File: src/rtl/bus_turn_pkg.sv
package bus_turn_pkg;
  typedef enum logic [1:0] {
    BUS_RD  = 2'd0,
    BUS_R2W = 2'd1,
    BUS_WR  = 2'd2,
    BUS_W2R = 2'd3
  } bus_mode_e;
endpackage

File: src/rtl/bt_delay.sv
module bt_delay #(
  parameter int DLY_W = 2
) (
  input  logic             clk_i,
  input  logic             rst_ni,
  input  logic             load_i,
  input  logic [DLY_W-1:0] load_val_i,
  output logic             zero_o
);
  logic [DLY_W-1:0] cnt_q;

  always_ff @(posedge clk_i or negedge rst_ni) begin
    if (!rst_ni)            cnt_q <= '0;
    else if (load_i)        cnt_q <= load_val_i;
    else if (cnt_q != '0)   cnt_q <= cnt_q - 1'b1;
  end

  assign zero_o = (cnt_q == '0);
endmodule

File: src/rtl/bt_run_cnt.sv
module bt_run_cnt #(
  parameter int RUN_W = 8
) (
  input  logic             clk_i,
  input  logic             rst_ni,
  input  logic             clr_i,
  input  logic             inc_i,
  output logic [RUN_W-1:0] cnt_o
);
  logic [RUN_W-1:0] cnt_q;

  always_ff @(posedge clk_i or negedge rst_ni) begin
    if (!rst_ni)                     cnt_q <= '0;
    else if (clr_i)                  cnt_q <= '0;
    else if (inc_i && !(&cnt_q))     cnt_q <= cnt_q + 1'b1; // saturate
  end

  assign cnt_o = cnt_q;
endmodule

File: src/rtl/bt_mode_fsm.sv
module bt_mode_fsm
  import bus_turn_pkg::*;
#(
  parameter int CNT_W  = 6,
  parameter int RUN_W  = 8,
  parameter int DLY_W  = 2,
  parameter int HI_WM  = 12,
  parameter int LO_WM  = 4,
  parameter int MIN_WR = 3,
  parameter int T_RTW  = 2,
  parameter int T_WTR  = 3
) (
  input  logic             clk_i,
  input  logic             rst_ni,
  input  logic [CNT_W-1:0] rd_cnt_i,
  input  logic [CNT_W-1:0] wr_cnt_i,
  input  logic [RUN_W-1:0] wr_run_i,
  input  logic             dly_zero_i,
  output logic             dly_load_o,
  output logic [DLY_W-1:0] dly_val_o,
  output bus_mode_e        mode_o,
  output logic             enter_rd_o,
  output logic             enter_wr_o,
  output logic             rd_grant_o,
  output logic             wr_grant_o
);
  localparam logic [CNT_W-1:0] HI_C  = CNT_W'(HI_WM);
  localparam logic [CNT_W-1:0] LO_C  = CNT_W'(LO_WM);
  localparam logic [RUN_W-1:0] MIN_C = RUN_W'(MIN_WR);
  localparam logic [DLY_W-1:0] RTW_C = DLY_W'(T_RTW - 1);
  localparam logic [DLY_W-1:0] WTR_C = DLY_W'(T_WTR - 1);

  bus_mode_e state_q, state_d;
  logic rd_pend, wr_pend, to_wr, to_rd;

  assign rd_pend = (rd_cnt_i != '0);
  assign wr_pend = (wr_cnt_i != '0);
  // turn to writes: watermark hit, or nothing else to do
  assign to_wr   = (wr_cnt_i >= HI_C) || (!rd_pend && wr_pend);
  // back to reads: only with reads waiting; empty queue overrides the minimum
  assign to_rd   = rd_pend && (!wr_pend || ((wr_cnt_i <= LO_C) && (wr_run_i >= MIN_C)));

  always_comb begin
    state_d    = state_q;
    dly_load_o = 1'b0;
    dly_val_o  = '0;
    unique case (state_q)
      BUS_RD: if (to_wr) begin
        state_d    = BUS_R2W;
        dly_load_o = 1'b1;
        dly_val_o  = RTW_C;
      end
      BUS_R2W: if (dly_zero_i) state_d = BUS_WR;
      BUS_WR: if (to_rd) begin
        state_d    = BUS_W2R;
        dly_load_o = 1'b1;
        dly_val_o  = WTR_C;
      end
      BUS_W2R: if (dly_zero_i) state_d = BUS_RD;
      default: state_d = BUS_RD;
    endcase
  end

  always_ff @(posedge clk_i or negedge rst_ni) begin
    if (!rst_ni) state_q <= BUS_RD;
    else         state_q <= state_d;
  end

  assign mode_o     = state_q;
  assign enter_wr_o = (state_q == BUS_R2W) && dly_zero_i;
  assign enter_rd_o = (state_q == BUS_W2R) && dly_zero_i;
  assign rd_grant_o = (state_q == BUS_RD) && rd_pend && !to_wr;
  assign wr_grant_o = (state_q == BUS_WR) && wr_pend && !to_rd;
endmodule

File: src/rtl/bus_turn_arb.sv
module bus_turn_arb
  import bus_turn_pkg::*;
#(
  parameter int CNT_W  = 6,
  parameter int RUN_W  = 8,
  parameter int HI_WM  = 12,
  parameter int LO_WM  = 4,
  parameter int MIN_WR = 3,
  parameter int T_RTW  = 2,
  parameter int T_WTR  = 3
) (
  input  logic             clk_i,
  input  logic             rst_ni,
  input  logic [CNT_W-1:0] rd_cnt_i,
  input  logic [CNT_W-1:0] wr_cnt_i,
  input  logic             rd_issue_i,
  input  logic             wr_issue_i,
  output logic [1:0]       mode_o,
  output logic             rd_grant_o,
  output logic             wr_grant_o,
  output logic [RUN_W-1:0] rd_run_o,
  output logic [RUN_W-1:0] wr_run_o
);
  localparam int T_MAX = (T_RTW > T_WTR) ? T_RTW : T_WTR;
  localparam int DLY_W = (T_MAX < 2) ? 1 : $clog2(T_MAX);

  bus_mode_e        mode;
  logic             dly_load, dly_zero, enter_rd, enter_wr;
  logic [DLY_W-1:0] dly_val;
  logic [1:0]       run_clr, run_inc;
  logic [RUN_W-1:0] run_cnt [2];

  bt_mode_fsm #(
    .CNT_W(CNT_W), .RUN_W(RUN_W), .DLY_W(DLY_W), .HI_WM(HI_WM), .LO_WM(LO_WM),
    .MIN_WR(MIN_WR), .T_RTW(T_RTW), .T_WTR(T_WTR)
  ) u_fsm (
    .clk_i(clk_i), .rst_ni(rst_ni), .rd_cnt_i(rd_cnt_i), .wr_cnt_i(wr_cnt_i),
    .wr_run_i(run_cnt[1]), .dly_zero_i(dly_zero), .dly_load_o(dly_load),
    .dly_val_o(dly_val), .mode_o(mode), .enter_rd_o(enter_rd), .enter_wr_o(enter_wr),
    .rd_grant_o(rd_grant_o), .wr_grant_o(wr_grant_o)
  );

  bt_delay #(.DLY_W(DLY_W)) u_dly (
    .clk_i(clk_i), .rst_ni(rst_ni), .load_i(dly_load), .load_val_i(dly_val),
    .zero_o(dly_zero)
  );

  // index 0: read run, index 1: write run
  assign run_clr[0] = enter_rd;
  assign run_clr[1] = enter_wr;
  assign run_inc[0] = rd_issue_i && (mode == BUS_RD);
  assign run_inc[1] = wr_issue_i && (mode == BUS_WR);

  for (genvar g = 0; g < 2; g++) begin : g_run
    bt_run_cnt #(.RUN_W(RUN_W)) u_run (
      .clk_i(clk_i), .rst_ni(rst_ni), .clr_i(run_clr[g]), .inc_i(run_inc[g]),
      .cnt_o(run_cnt[g])
    );
  end

  assign mode_o   = mode;
  assign rd_run_o = run_cnt[0];
  assign wr_run_o = run_cnt[1];
endmodule

File: config.mk
export PLATFORM = sky130hd
export DESIGN_NAME = bus_turn_arb
export DESIGN_NICKNAME = d
export VERILOG_FILES = /design/src/rtl/bus_turn_pkg.sv /design/src/rtl/bt_delay.sv /design/src/rtl/bt_run_cnt.sv /design/src/rtl/bt_mode_fsm.sv /design/src/rtl/bus_turn_arb.sv
export SDC_FILE = /design/constraint.sdc
export NUM_CORES = 1
export LEC_CHECK = 0
export BUFFER_PORTS_ARGS = -buffer_cell sky130_fd_sc_hd__buf_2
export CELL_PAD_IN_SITES_DETAIL_PLACEMENT = 2
export CELL_PAD_IN_SITES_GLOBAL_PLACEMENT = 2
export CORE_ASPECT_RATIO = 0.8
export CORE_UTILIZATION = 27
export CTS_BUF_LIST = sky130_fd_sc_hd__clkbuf_16
export CTS_CLUSTER_DIAMETER = 40
export DETAILED_ROUTE_END_ITERATION = 12
export PLACE_DENSITY_LB_ADDON = 0.3
export RECOVER_POWER = 100
export REMOVE_ABC_BUFFERS = 1
export SLEW_MARGIN = 0
export SYNTH_ARGS = -nofsm -noshare
export SYNTH_HDL_FRONTEND = slang
export SYNTH_SLANG_ARGS = --single-unit
File: constraint.sdc
create_clock -name clk_i -period 1.5 [get_ports clk_i]
set_clock_uncertainty 0.05 [all_clocks]
set_input_delay 0.15 -clock clk_i [delete_from_list [all_inputs] [get_ports clk_i]]
set_output_delay 0.15 -clock clk_i [all_outputs]
set_load 0.01 [all_outputs]
==> out/results.txt <==
Worst hold path class = in -> reg
Die area = 4678 um^2
Clock transition at path regs = 0.06 ns
Final Hold Violating Endpoints = 0
Register bit count reported by yosys = 20
Diodes inserted = 0
Worst Tran Pin Value = 0.5370 ns
Critical setup path kind = reg -> reg
Proportion of layout cells with a drive suffix above 1 = 49.75%
Antenna Nets Post-Route = 0
Fill cell count = 451
Footprint of the multi-input gates = 824.5 um^2
Pwr/cell area = 1725 nW/um^2
Synth Area in Simple Gates = 25.87%
Most Crowded Layer GR = met2
Post-synth EDFFs = 0
Fin worst setup slack = -0.2937 ns
Reg2Reg Setup Slack = -0.29 ns
Clock latency at the later pin of the worst-skew pair = 0.25 ns
Syn Inst Count = 123
Total CTS buffers = 3
Clock sink total = 20
Min-Delay Endpoint = u_dly.cnt_q[1]
WHS Path Cells = 4
RR Startpoint = g_run[1].u_run.cnt_o[1]
DRC viols = 0
FF+latch area = 500.5 um^2
Overall Power = 3.406 mW
RSZ-0062 raised after global routing = yes
CP max FO = 7
Initial drt markers = 26
R2R Path End = g_run[1].u_run.cnt_o[7]
GR Layer Usage met1 = 20.49%
Global Route Usage Sum = 18.42%
Die Span Y = 61.38 um
GR met3 Demand/Resource = 3.852%
Synth Warn # = 0
Max Cap Violations = 0
Post-Synth Adder-Cell Area = 7.361%
Clock buffer depth = 2
WL final = 4447 um
Synth async-reset ratio = 100.0%
Synth Area in Compound Gates = 8.202%
First drt pass iteration count = 4
Primary FF master, synth = dfrtp_1
IO Port Bufs = 35
Crit path launch type = register
First-pass GRT wire length = 6589 um
Grt ovf = 0
Ports = 36
Required time of the critical path = 1.58 ns
Failing checks = setup timing
Initial antenna violation count = 0
Worst setup EP type = register
Avg Cell Area, Syn = 9.674 um^2
Worst reg2reg path depth = 8
DPL Wire Length = 3021 um
Met2 usage = 37.58%
Synth unique cells = 35
Largest net degree at the start of global routing = 21
Via count = 1,211
Arrival time worst endpoint = 1.87 ns
Sequential-to-total area share from yosys stat = 42.06%
Via density = 4.768
Initial Util = 28.30%
Tcrit/Tclk final = 119.6%
Max-slew headroom = 64.20%
Largest family of logic cells by synthesized area = simple AND/OR/NAND/NOR gates
Routed WL per cell = 17.51 um
Vias in the first global route = 1,317
Final setup vio count = 15
Area delta synth->final = 65.93%
Leak = 0.9295 nW
Mux cell area share after synthesis = 2.944%
Synth Cell Area = 1190 um^2
Placer Congestion = 0.8561
Synth Area in XOR/XNOR = 11.04%
Clock root cell = clkbuf_16
Row Count = 21
Max VDD drop = 0.9296 mV
Core ar. = 4204 um^2
Status = finished with violations
Fin. max-slew vios = 0
CTS tree = yes
F_max = 557.5 MHz
Die X = 76.22 um
Layout Utilization = 46.96%
Htree depth = 1
Min cycle time layout = 1.794 ns
Fin Setup TNS = -2.107 ns
Final #Nets = 221
Hold Startpoint = wr_cnt_i[4]
==> placed cells by master (no fill, tap or decap), types with 5 or more instances in the layout <==
cell and count:
buf_6 8, nor2_1 18, buf_4 21, dfrtp_1 20
xor2_1 7, buf_2 27, nand4_1 5, clkbuf_1 15
xnor2_1 6
==> metal layers <==
| metal | part of all wire (%) | vias up | wire (um) |
|---|---|---|---|
| li1 | - | 574 | - |
| met4 | 0.43 | 0 | 19 |
| met1 | 40 | 616 | 1767 |
| met2 | 57 | 19 | 2555 |
| met5 | 0 | - | 0 |
| met3 | 2.4 | 2 | 106 |
==> state kept, by name, summed over array words and instances, names as in the netlist <==
| register | flops |
|---|---|
| g_run.u_run.cnt_o | 16 |
| u_dly.cnt_q | 2 |
| u_fsm.mode_o | 2 |
==> per-stage QoR <==
stage	instance area [um^2]	setup slack, ns	hold WS, ns	cells
floorplan	1179	-0.2484	-0.1956	120
global placement	1658	-0.2334	0.08670	243
detailed placement	1658	-0.2884	0.09302	243
CTS	1953	-0.2841	0.3273	251
global route	1974	-0.3682	0.3073	254
finish	1974	-0.2937	0.2862	254
==> layout make-up <==
| type | instances | share of cell area [%] |
|---|---|---|
| Multi-Input combinational cell | 95 | 41.76 |
| Sequential cell | 20 | 25.35 |
| Timing Repair Buffer | 73 | 23.00 |
| Clock buffer | 3 | 3.802 |
| Tap cell | 57 | 3.612 |
| Clock inverter | 1 | 1.521 |
| Inverter | 5 | 0.9506 |
==> what timing repair did <==
action,4_1_cts,5_1_grt
pin swaps,28,13
hold endpoints to repair,20,0
setup buffers,3,4
gates resized for setup,35,15
hold buffers,1,0
setup endpoints to repair,22,21
==> how the worst max path moves through the flow <==
stage,slack [ns],from,endpoint,cells past startpoint
6_report,-0.29,g_run[1].u_run.cnt_o[1],g_run[1].u_run.cnt_o[7],8
5_1_grt,-0.37,g_run[1].u_run.cnt_o[1],u_fsm.mode_o[1],7
4_1_cts,-0.28,g_run[1].u_run.cnt_o[1],u_fsm.mode_o[1],7
3_5_place_dp,-0.29,rd_cnt_i[3],u_fsm.mode_o[1],6
3_3_place_gp,-0.23,rd_cnt_i[3],u_fsm.mode_o[1],6
2_1_floorplan,-0.25,g_run[1].u_run.cnt_o[0],u_fsm.mode_o[1],6
==> logic make-up after synthesis <==
logic type | count (synthesis)
mux | 3
buf+inv | 8
simple gates | 57
fa+ha+maj | 7
xor+xnor | 15
flops | 20
compound gates | 13
==> power by group <==
group	switching, mW	leakage (nW)	total (mW)	internal, mW
combinational	0.918	0.615	1.86	0.941
sequential	0.115	0.264	0.805	0.691
clock	0.211	0.0511	0.741	0.530
total	1.24	0.929	3.41	2.16
==> cell usage after synthesis, drive strengths merged, types with 2 or more instances <==
master  number  area share, %
nor3         5            3.0
inv          5            1.6
or2          2            1.1
mux2i        2            1.7
and2         2            1.1
buf          2           0.63
and4         2            1.5
a211oi       2            1.7
nand3        2           0.84
dfrtp       20             42
ha           7            7.4
xnor2        8            5.9
nand2        9            2.8
and3         4            2.2
o21ai        2           0.84
xor2         7            5.2
a21oi        3            1.3
nor2        21            6.6
nand4        5            2.6
==> worst max-delay path, cell delays in order (launching register included) <==
cell	delay, ns
dfrtp_1	0.36
ha_2	0.21
buf_4	0.11
buf_6	0.10
nand3_2	0.06
o211a_4	0.28
and3b_2	0.23
xnor2_2	0.19
nor2_1	0.07
Power figures use the tool's default switching activity.
